==> config.mk <==
export PLATFORM = sky130hd
export DESIGN_NAME = shiftadd_mul
export DESIGN_NICKNAME = d
export VERILOG_FILES = /design/src/rtl/shiftadd_mul_pkg.sv /design/src/rtl/shiftadd_mul_ctrl.sv /design/src/rtl/shiftadd_mul_dp.sv /design/src/rtl/shiftadd_mul.sv
export SDC_FILE = /design/constraint.sdc
export NUM_CORES = 1
export LEC_CHECK = 0
export ABC_CLOCK_PERIOD_IN_PS = 5600
export BUFFER_PORTS_ARGS = -buffer_cell sky130_fd_sc_hd__buf_2
export CAP_MARGIN = 40
export CORE_MARGIN = 2
export CORE_UTILIZATION = 59
export DETAILED_ROUTE_END_ITERATION = 7
export PLACE_DENSITY = 0.86
export SYNTH_ARGS = -nofsm -noshare
export SYNTH_HDL_FRONTEND = slang
export SYNTH_SLANG_ARGS = --single-unit
==> constraint.sdc <==
create_clock -name clk -period 5.6 [get_ports clk]
set_clock_uncertainty 0.2 [all_clocks]
set_input_delay 0.28 -clock clk [delete_from_list [all_inputs] [get_ports clk]]
set_output_delay 0.28 -clock clk [all_outputs]
set_load 0.1 [all_outputs]
==> src/rtl/shiftadd_mul_pkg.sv <==
package shiftadd_mul_pkg;

    typedef enum logic {
        MUL_IDLE = 1'b0,
        MUL_RUN  = 1'b1
    } mul_state_e;

    typedef struct packed {
        logic load;   // capture operands, clear high half
        logic step;   // one add-and-shift iteration
    } mul_ctl_t;

    function automatic mul_ctl_t mul_decode(mul_state_e st, logic start);
        mul_ctl_t c;
        c.load = (st == MUL_IDLE) && start;
        c.step = (st == MUL_RUN);
        return c;
    endfunction

endpackage

==> src/rtl/shiftadd_mul_ctrl.sv <==
module shiftadd_mul_ctrl
    import shiftadd_mul_pkg::*;
#(
    parameter int WIDTH = 32
) (
    input  logic     clk,
    input  logic     rst,
    input  logic     start_i,
    output mul_ctl_t ctl_o,
    output logic     busy_o,
    output logic     done_o
);
    localparam int CW = (WIDTH > 1) ? $clog2(WIDTH) : 1;
    localparam logic [CW-1:0] LAST = CW'(WIDTH - 1);

    mul_state_e    state_q;
    logic [CW-1:0] cnt_q;
    logic          done_q;
    mul_ctl_t      ctl;

    assign ctl    = mul_decode(state_q, start_i);
    assign ctl_o  = ctl;
    assign busy_o = (state_q == MUL_RUN);
    assign done_o = done_q;

    always_ff @(posedge clk) begin
        if (rst) begin
            state_q <= MUL_IDLE;
            cnt_q   <= '0;
            done_q  <= 1'b0;
        end else begin
            done_q <= 1'b0;
            unique case (state_q)
                MUL_IDLE: begin
                    if (ctl.load) begin
                        state_q <= MUL_RUN;
                        cnt_q   <= '0;
                    end
                end
                MUL_RUN: begin
                    if (cnt_q == LAST) begin
                        state_q <= MUL_IDLE;
                        done_q  <= 1'b1;
                    end else begin
                        cnt_q <= cnt_q + 1'b1;
                    end
                end
                default: state_q <= MUL_IDLE;
            endcase
        end
    end

    assert_start_accept_R2: assert property (@(posedge clk) disable iff (rst)
        (!busy_o && start_i) |=> (busy_o && cnt_q == '0));

    assert_run_continues_R3: assert property (@(posedge clk) disable iff (rst)
        (busy_o && cnt_q != LAST) |=> busy_o);

    assert_run_ends_R3: assert property (@(posedge clk) disable iff (rst)
        (busy_o && cnt_q == LAST) |=> (done_o && !busy_o));

    assert_done_single_R4: assert property (@(posedge clk) disable iff (rst)
        done_o |=> !done_o);

    assert_done_not_busy_R4: assert property (@(posedge clk) disable iff (rst)
        done_o |-> !busy_o);

endmodule

==> src/rtl/shiftadd_mul_dp.sv <==
module shiftadd_mul_dp
    import shiftadd_mul_pkg::*;
#(
    parameter int WIDTH = 32
) (
    input  logic             clk,
    input  logic             rst,
    input  mul_ctl_t         ctl_i,
    input  logic [WIDTH-1:0] mcand_i,
    input  logic [WIDTH-1:0] mplr_i,
    output logic [WIDTH-1:0] hi_o,
    output logic [WIDTH-1:0] lo_o
);
    localparam int SW = WIDTH + 1;

    logic [WIDTH-1:0] mcand_q;
    logic [WIDTH-1:0] hi_q;
    logic [WIDTH-1:0] lo_q;
    logic [SW-1:0]    addend;
    logic [SW-1:0]    sum;

    // Add the multiplicand into the high half when the tested bit is set;
    // the extra bit keeps the carry for the following shift.
    assign addend = lo_q[0] ? {1'b0, mcand_q} : '0;
    assign sum    = {1'b0, hi_q} + addend;

    always_ff @(posedge clk) begin
        if (rst) begin
            mcand_q <= '0;
            hi_q    <= '0;
            lo_q    <= '0;
        end else if (ctl_i.load) begin
            mcand_q <= mcand_i;
            hi_q    <= '0;
            lo_q    <= mplr_i;
        end else if (ctl_i.step) begin
            hi_q <= sum[SW-1:1];
            lo_q <= {sum[0], lo_q[WIDTH-1:1]};
        end
    end

    assign hi_o = hi_q;
    assign lo_o = lo_q;

    assert_load_contents_R2: assert property (@(posedge clk) disable iff (rst)
        ctl_i.load |=> (hi_q == '0 && lo_q == $past(mplr_i) && mcand_q == $past(mcand_i)));

    assert_mcand_kept_R6: assert property (@(posedge clk) disable iff (rst)
        !ctl_i.load |=> $stable(mcand_q));

    assert_product_held_R8: assert property (@(posedge clk) disable iff (rst)
        (!ctl_i.load && !ctl_i.step) |=> ($stable(hi_q) && $stable(lo_q)));

    assert_no_dual_ctl_R6: assert property (@(posedge clk) disable iff (rst)
        !(ctl_i.load && ctl_i.step));

endmodule

==> src/rtl/shiftadd_mul.sv <==
module shiftadd_mul
    import shiftadd_mul_pkg::*;
#(
    parameter int WIDTH = 32
) (
    input  logic             clk,
    input  logic             rst,
    input  logic             start_i,
    input  logic [WIDTH-1:0] mcand_i,
    input  logic [WIDTH-1:0] mplr_i,
    output logic             busy_o,
    output logic             done_o,
    output logic [WIDTH-1:0] hi_o,
    output logic [WIDTH-1:0] lo_o
);
    mul_ctl_t ctl;

    shiftadd_mul_ctrl #(.WIDTH(WIDTH)) u_ctrl (
        .clk     (clk),
        .rst     (rst),
        .start_i (start_i),
        .ctl_o   (ctl),
        .busy_o  (busy_o),
        .done_o  (done_o)
    );

    shiftadd_mul_dp #(.WIDTH(WIDTH)) u_dp (
        .clk     (clk),
        .rst     (rst),
        .ctl_i   (ctl),
        .mcand_i (mcand_i),
        .mplr_i  (mplr_i),
        .hi_o    (hi_o),
        .lo_o    (lo_o)
    );

    assert_reset_clear_R1: assert property (@(posedge clk)
        rst |=> (!busy_o && !done_o && hi_o == '0 && lo_o == '0));

endmodule

Word-level counts from Yosys, hierarchy flattened. Index checks and enable logic that the tools add are counted.

$add $sub $neg: 2. Multiplexer cells: 10. Equal/unequal tests: 3. Reductions and logical operators: 5. Bitwise gates (word level): 1.

Operator list (number): $mux W32 (3); $add A32 B33 Y33 (1); $mux W5 (2); $pmux W5 S2 (1); $add A5 B1 Y5 const B (1); $eq A5 B5 Y1 const B (1); $ne A2 B2 Y1 const B (2); $reduce_or A2 Y1 (2); $mux W1 (3); $pmux W1 S2 (1); $reduce_and A2 Y1 (1); $reduce_bool A2 Y1 (1); $logic_and A1 B1 Y1 (1); $not A1 Y1 (1).

Input port bits: 67. Logic and storage cells: 27. Flip-flop bits (word level): 103. Output and inout port bits: 66.

Longest topological paths before layout. Gate-level depths: netlist of run 1.

Word-level depth: 4. Mapped depth: 13. Mapped depth without buffers: 12.

Modules after synthesis. From an unflattened synthesis of run 1, not the netlist that was laid out.

Cells, all modules: 734. Area total of the unflattened synthesis: 6113.4 um2.

By module, submodules not included: shiftadd_mul_dp (seq. area each 1921.8 um2, cells an instance 696, area each 5766.8 um2, times used 1); shiftadd_mul_ctrl (seq. area each 140.1 um2, cells an instance 38, area each 346.6 um2, times used 1).

Worst setup path after synthesis of run 1. OpenSTA, ideal clock, no wires.

Path kind: register -> register. Start: register u_dp.lo_q[0] (netlist: u_dp.lo_o[0]). End: register u_dp.hi_q[26] (netlist: u_dp.hi_o[26]). Setup slack: 1.948 ns. Data arrival time: 3.388 ns. Stages on the path, launching flop included: 13. Data required time: 5.336 ns. Path buffers: 1. Setup time: 0.064 ns. Clock period less this slack: 3.652 ns. Path through: dfxtp_1 > clkbuf_1 > and2_1 > ha_1 > a211oi_2 > o21bai_2 > a21oi_2 > o41ai_2 > a211o_1 > nand2_2 > o31a_1 > or4_1 > nand3_1.

Longest elaborated chain between the ends: 2.

RTL lines: start, declared (line shiftadd_mul_dp.sv:18) `logic [WIDTH-1:0] lo_q;`; start signal, assigned (line shiftadd_mul_dp.sv:35) `lo_q <= mplr_i;`; start signal, assigned (line shiftadd_mul_dp.sv:38) `lo_q <= {sum[0], lo_q[WIDTH-1:1]};`; $mux W32 (line shiftadd_mul_dp.sv:24) `assign addend = lo_q[0] ? {1'b0, mcand_q} : '0;`; $add A32 B33 Y33 (line shiftadd_mul_dp.sv:25) `assign sum = {1'b0, hi_q} + addend;`; end signal, assigned (line shiftadd_mul_dp.sv:37) `hi_q <= sum[SW-1:1];`; end, declared (line shiftadd_mul_dp.sv:17) `logic [WIDTH-1:0] hi_q;`.

Every way passes these cells. A chain may end at the register's enable or synchronous reset.

Worst setup path after layout of run 1.
Start: register u_dp.lo_q[0] (netlist: u_dp.lo_o[0]). End: register u_dp.hi_q[27] (netlist: u_dp.hi_o[27]).

Same word-level chain as after synthesis.

==> metrics, run 1 <==
Hold Crit Start mplr_i[12]; syn avg cell area 7.958 um2; Post-Syn Area 0.005769 mm2; clock buffer depth 2; fraction of registers with async set/reset 0%; Seq pwr share 49.5%; unrepaired setup endpoints after global routing no; Post-Syn Instances 725; Logic pwr share 20.8%; Sw Pwr 0.5511 mW; DIE HEIGHT 102.9 um; status finished clean; Area Growth Syn to Fin 22.14%; crit path to u_dp.hi_o[27]; R2R Setup Slk 1780 ps; post-synth top area share 35.74%; fin crit share 68.15%; DP Worst Slack 1792 ps; Vias 5759; Leak 3.427 nW; Yosys reg bits 103; row count 36; Clk pwr share 29.7%; WL final 15670 um; total power 1.587 mW; DRC violations left 0; CTS tree built; top_reg_cell synth dfxtp_1; Post-synth EDFFs 0; number of H-tree levels 3; vias in the first global route 5359; post_cts resized 0; worst endpoint data arrival time 3880 ps; Die Wd 102.9 um; Peak VDD IR 0.0002326 V; Mapped Nets 827; Setup crit start u_dp.lo_o[0]; IO Port Bufs 132; I/O pins 133; Final Util 73.10%; slew margin rel. 47.34%; Root Buffer clkbuf_8; Critical Path Fanout Max 21; Worst Hold Depth 5; Overflow after GRT 0; Synth area leader dfxtp_1; Num CTS Buffers 9; Post-DRT Antenna Nets 0; synth warn 0; post-route cell area 0.007047 mm2; Final GP Congestion 0.9324; reg-to-reg endpoint u_dp.hi_o[27]; Total Nets Final 968; Max Clk Rate 0.2620 GHz; measured slew at the worst slew-check pin 789.9 ps; DR WL/cell 15.61 um; largest net degree at the start of global routing 75; clk sinks 103; initial core utilization 59.85%; Post-CTS Setup Repair Bufs 0; Synth cell types 58; Post-Place Cells 955; CP Launch Type flip-flop; setup TNS 0 ps; largest cells by area after synthesis dfxtp_1 36%, a21oi_1 8.8%, mux2i_1 8.2%; Total GRT Usage 29.30%; Int Pwr 1.036 mW; HP Class input pin to flip-flop; fin. max-slew vios 0; hold_ws 52.83 ps; Worst EP required 5660 ps; R2R Path Start u_dp.lo_o[0]; Final setup viols 0; Cell Area, Placed 0.006513 mm2; Worst-path clk slew 120 ps; Tmin final 3816 ps; Seq/Total Area, Yosys 35.74%; initial DRC count 366; Vias/cell 5.736; Final Hold Fails 0; non-filler instance count after layout 1004; synth cell count leaders 112 x nor2_1, 103 x dfxtp_1, 102 x a21oi_1; FF-to-FF path depth 13; Setup CP Type flip-flop to flip-flop; switch share 34.72%; # diodes 0; fraction of layout cells with a size suffix above 1 19.75%; pwr dens 225.3 mW/mm2; first-pass GRT wire length 24750 um; final worst slack 1784 ps; critical path capture point type flip-flop; die area 0.01059 mm2; clk_lat worst skew 380 ps; initial antenna violation count 0; hpwl dp 10460 um; Core ar. 0.009639 mm2; most frequent cell after synthesis nor2_1; max-cap violations 0; DRT Pass-1 Iters 5
[cell usage in the layout (no fill, tap or decap), drive strengths merged, types with 2 or more instances in the layout]
cell | synthesis | final
buf | 5 | 140
nor2 | 112 | 112
a21oi | 103 | 103
dfxtp | 103 | 103
nand2 | 95 | 95
mux2i | 47 | 47
ha | 34 | 34
and2 | 33 | 33
dlygate4sd3 | 0 | 32
o21ai | 21 | 21
xnor2 | 18 | 18
a21o | 16 | 16
inv | 8 | 12
nand3 | 11 | 11
xor2 | 10 | 10
clkbuf | 35 | 9
o21bai | 8 | 8
nand4 | 6 | 6
a211oi | 6 | 6
and3 | 5 | 5
nor3b | 5 | 5
o211ai | 3 | 3
or3 | 3 | 3
o21a | 3 | 3
a211o | 3 | 3
a31oi | 3 | 3
nor3 | 3 | 3
or2 | 3 | 3
clkinv | 0 | 3
mux2 | 2 | 2
nor2b | 2 | 2
o31a | 2 | 2
[state kept, by name, summed over array words and instances (netlist names)]
register       flops
u_dp.hi_o         32
u_ctrl.busy_o      1
u_ctrl.done_o      1
u_ctrl.cnt_q       5
u_dp.mcand_q      32
u_dp.lo_o         32
[metal layers]
layer	share of wire, %	vias to the layer above	global-route usage [%]	wire length [um]
met4	2.6	0	9.008	412
li1	-	2788	-	-
met5	0	-	0	0
met1	41	2657	36.26	6405
met3	7.5	44	5.966	1179
met2	49	270	51.35	7675
[power groups by stage]
| stage | Combinational, mW | Clock, mW | Sequential [mW] |
|---|---|---|---|
| floorplan | 0.119 | 0 | 0.916 |
| global placement | 0.293 | 0 | 0.802 |
| detailed placement | 0.306 | 0 | 0.804 |
| CTS | 0.324 | 0.476 | 0.787 |
| global route | 0.352 | 0.504 | 0.789 |
| finish | 0.331 | 0.471 | 0.786 |
[worst max-delay path, cell delays in order (launching register included)]
cell and delay (ps):
dfxtp_1 470, buf_8 230, and2_1 140, ha_1 220, fa_1 430, a211oi_1 320
o211ai_1 140, a21oi_1 280, o21ai_0 160, nand3_1 150, nand3_1 140, a221oi_1 490
xor2_1 230, o22ai_1 100
[logic make-up after synthesis]
family | count (synthesis) | synth area share [%]
AO/OA/AOI/OAI | 178 | 18.50
buffers and inverters | 50 | 3.687
XOR/XNOR | 28 | 4.251
adder cells (fa/ha/maj) | 35 | 7.721
multiplexers | 49 | 8.545
AND/OR/NAND/NOR | 282 | 21.56
flip-flops | 103 | 35.74
[worst min-delay path by stage]
stage | end | slack, ps
after global routing | u_dp.lo_o[15] | 80
after global placement | u_dp.mcand_q[31] | 240
after CTS | u_dp.lo_o[15] | 50
after detailed placement | u_dp.mcand_q[30] | 250
final | u_dp.lo_o[12] | 50
after floorplan | u_dp.mcand_q[0] | 220
[area by class of cell]
cell class	count	area [um2]
clock buffers	9	123.9
clock inverters	7	75.07
fillers	734	2592
inverters	8	30.03
multi-input cells	572	3497
flip-flops and latches	103	2066
well taps	133	166.4
repair buffers	172	1089
[what timing repair did]
item,CTS,global route
setup endpoints to repair,0,0
hold endpoints to repair,32,0
hold buffers,32,0
Power figures use the tool's default switching activity.
==> run 2, diff against run 1 <==
ABC_CLOCK_PERIOD_IN_PS = 3800   (was 5600)
CORE_UTILIZATION = 55   (was 59)
PLACE_DENSITY = 0.81   (was 0.86)
clock period = 3.8 ns   (was 5.6 ns; I/O delays follow)
==> run 2 against run 1 <==
  * Final cell count grew 3.4%
  * Register-to-register slack got worse by 1400 ps
  * Power increased by 46%
  * Die area is 7.0% higher
  * Flip-flop and latch count did not move
  * Critical endpoint is now u_dp.hi_o[26]
==> metrics, run 2 (synthesized netlist as in run 1, its figures left out) <==
CP Launch Type flip-flop; Leak 3.532 nW (+3.0%); initial DRC count 292 (-20%); Worst-path clk slew 100 ps (-20 ps); fillers 803 (+9.4%); Slowest-stage cell, CP or4_1; commonest non-fill, non-tap cell in the layout buf_2; Final setup viols 0 (unchanged); fin. max-slew vios 0 (unchanged); Post-CTS Setup Repair Bufs 0 (unchanged); critical path capture point type flip-flop; Cell Area, Placed 0.006476 mm2 (-0.56%); largest net degree at the start of global routing 73 (-2.7%); Peak VDD IR 0.0003210 V (+38%); CTS tree built; fraction of layout cells with a size suffix above 1 18.85% (-0.90 points); Num CTS Buffers 9 (unchanged); die area 0.01133 mm2 (+7.0%); Overflow after GRT 0 (unchanged); Tmin final 3430 ps (-386.3 ps); clk_lat worst skew 380 ps (about the same); Total GRT Usage 28.53% (-0.76 points); Core ar. 0.01028 mm2 (+6.6%); WL final 15960 um (+1.9%); DIE HEIGHT 106.4 um (+3.4%); first-pass GRT wire length 26190 um (+5.8%); max-cap violations 0 (unchanged); Post-DRT Antenna Nets 0 (unchanged); unrepaired setup endpoints after global routing no; Setup CP Type flip-flop to flip-flop; Max Clk Rate 0.2916 GHz (+11%); CP peak stage delay 470 ps (-20 ps); Setup crit start u_dp.lo_o[0]; IO Port Bufs 132 (unchanged); post_cts resized 0 (unchanged); Final Hold Fails 0 (unchanged); number of H-tree levels 3 (unchanged); area of the multi-input gates 0.003497 mm2 (unchanged); Worst Hold Depth 2 (-3); # diodes 0 (unchanged); HP Class input pin to flip-flop; non-filler instance count after layout 1038 (+3.4%); clk sinks 103 (unchanged); Hold Crit Start rst; FF-to-FF path depth 12 (-1); setup TNS 0 ps (unchanged); I/O pins 133 (unchanged); Hold Path End u_dp.lo_o[26]; measured slew at the worst slew-check pin 791.4 ps (+1.505 ps); vias in the first global route 5659 (+5.6%); Post-Place Cells 958 (+0.31%); most frequent cells in the layout 132 x buf_2, 112 x nor2_1, 102 x a21oi_1, 102 x dfxtp_1, 94 x nand2_1; Critical Path Fanout Max 31 (+48%); crit-path cells buf_4, and2_1, ha_1, o21ai_2, o21bai_2, a21oi_2, o41ai_2, a211o_1, nand2_2, o31a_1, or4_1, nand3_1; fin crit share 90.26% (+22 points); Root Buffer clkbuf_8; DRT Pass-1 Iters 5 (unchanged); slew margin rel. 47.24% (-0.10 points); reg-to-reg endpoint u_dp.hi_o[26]; Vias/cell 5.571 (-2.9%); Die Wd 106.4 um (+3.4%); DRC violations left 0 (unchanged); row count 37 (+2.8%); Final GP Congestion 0.9257 (-0.72%); Area Growth Syn to Fin 26.50%; Worst EP required 3930 ps (-1730 ps); total power 2.325 mW (+46%); worst endpoint data arrival time 3560 ps (-320 ps); DR WL/cell 15.38 um (-1.5%); initial antenna violation count 0 (unchanged); clock buffer depth 2 (unchanged); initial core utilization 56.14% (-3.7 points); FF+latch area 0.002066 mm2 (unchanged); Post-CTS Hold Buffers 64 (+100%); Total Nets Final 999 (+3.2%); R2R Path Start u_dp.lo_o[0]; post-route cell area 0.007298 mm2 (+3.6%); status finished clean; hpwl dp 10230 um (-2.2%); pwr dens 318.6 mW/mm2 (+41%); R2R Setup Slk 370 ps (-1410 ps); Vias 5783 (+0.42%)
[run 2: cell count changes in the layout (fill, tap and decap cells not counted), sizes merged]
cell         before  now
inv              12   10
buf             140  139
clkbuf            9   11
dlygate4sd3      32   64
[run 2: how the worst max path moves through the flow]
| stage | to | slack (ps) | cells past startpoint |
|---|---|---|---|
| floorplan | u_dp.hi_o[26] | 150 | 12 |
| global placement | u_dp.hi_o[31] | 530 | 12 |
| detailed placement | u_dp.hi_o[31] | 410 | 12 |
| CTS | u_dp.hi_o[26] | 370 | 12 |
| global route | u_dp.hi_o[31] | 100 | 12 |
| finish | u_dp.hi_o[26] | 370 | 12 |
[run 2: layout make-up]
class / count / share of cell area (%)
Timing Repair Buffer: 203 / 18.55
Multi-Input combinational cell: 572 / 47.92
Clock buffer: 11 / 1.937
Sequential cell: 103 / 28.30
Inverter: 8 / 0.4115
Tap cell: 136 / 2.332
Clock inverter: 5 / 0.5486
[run 2: routing by layer]
layer  wire, um  vias to the layer above  track usage [%]
li1           -                     2845                -
met1       6585                     2706            33.00
met2       7964                      190            51.14
met3        917                       42            5.886
met4        496                        0            11.69
met5          0                        -                0
[run 2: metrics by stage]
stage | hold slack (ps) | util, % | worst slack, ps
after floorplan | 126.0 | - | 147.7
after global placement | 230.4 | 63.01 | 531.6
after detailed placement | 236.7 | 63.01 | 406.6
after CTS | 154.0 | 71.01 | 372.5
after global routing | 193.2 | 71.01 | 102.0
final | 179.3 | 71.01 | 370.1
[run 2: worst max-delay path: cells and delay by family (launching register included)]
| kind | cells | cell delay [ps] |
|---|---|---|
| buffers and inverters | 1 | 220 |
| and+or+nand+nor | 4 | 820 |
| AOI/OAI and AO/OA | 6 | 1420 |
| DFF | 1 | 340 |
| adders and majority gates | 1 | 390 |
[run 2: power by group]
part           switching [mW]  internal (mW)
Combinational           0.345          0.157
Clock                   0.396          0.263
Sequential             0.0394           1.12
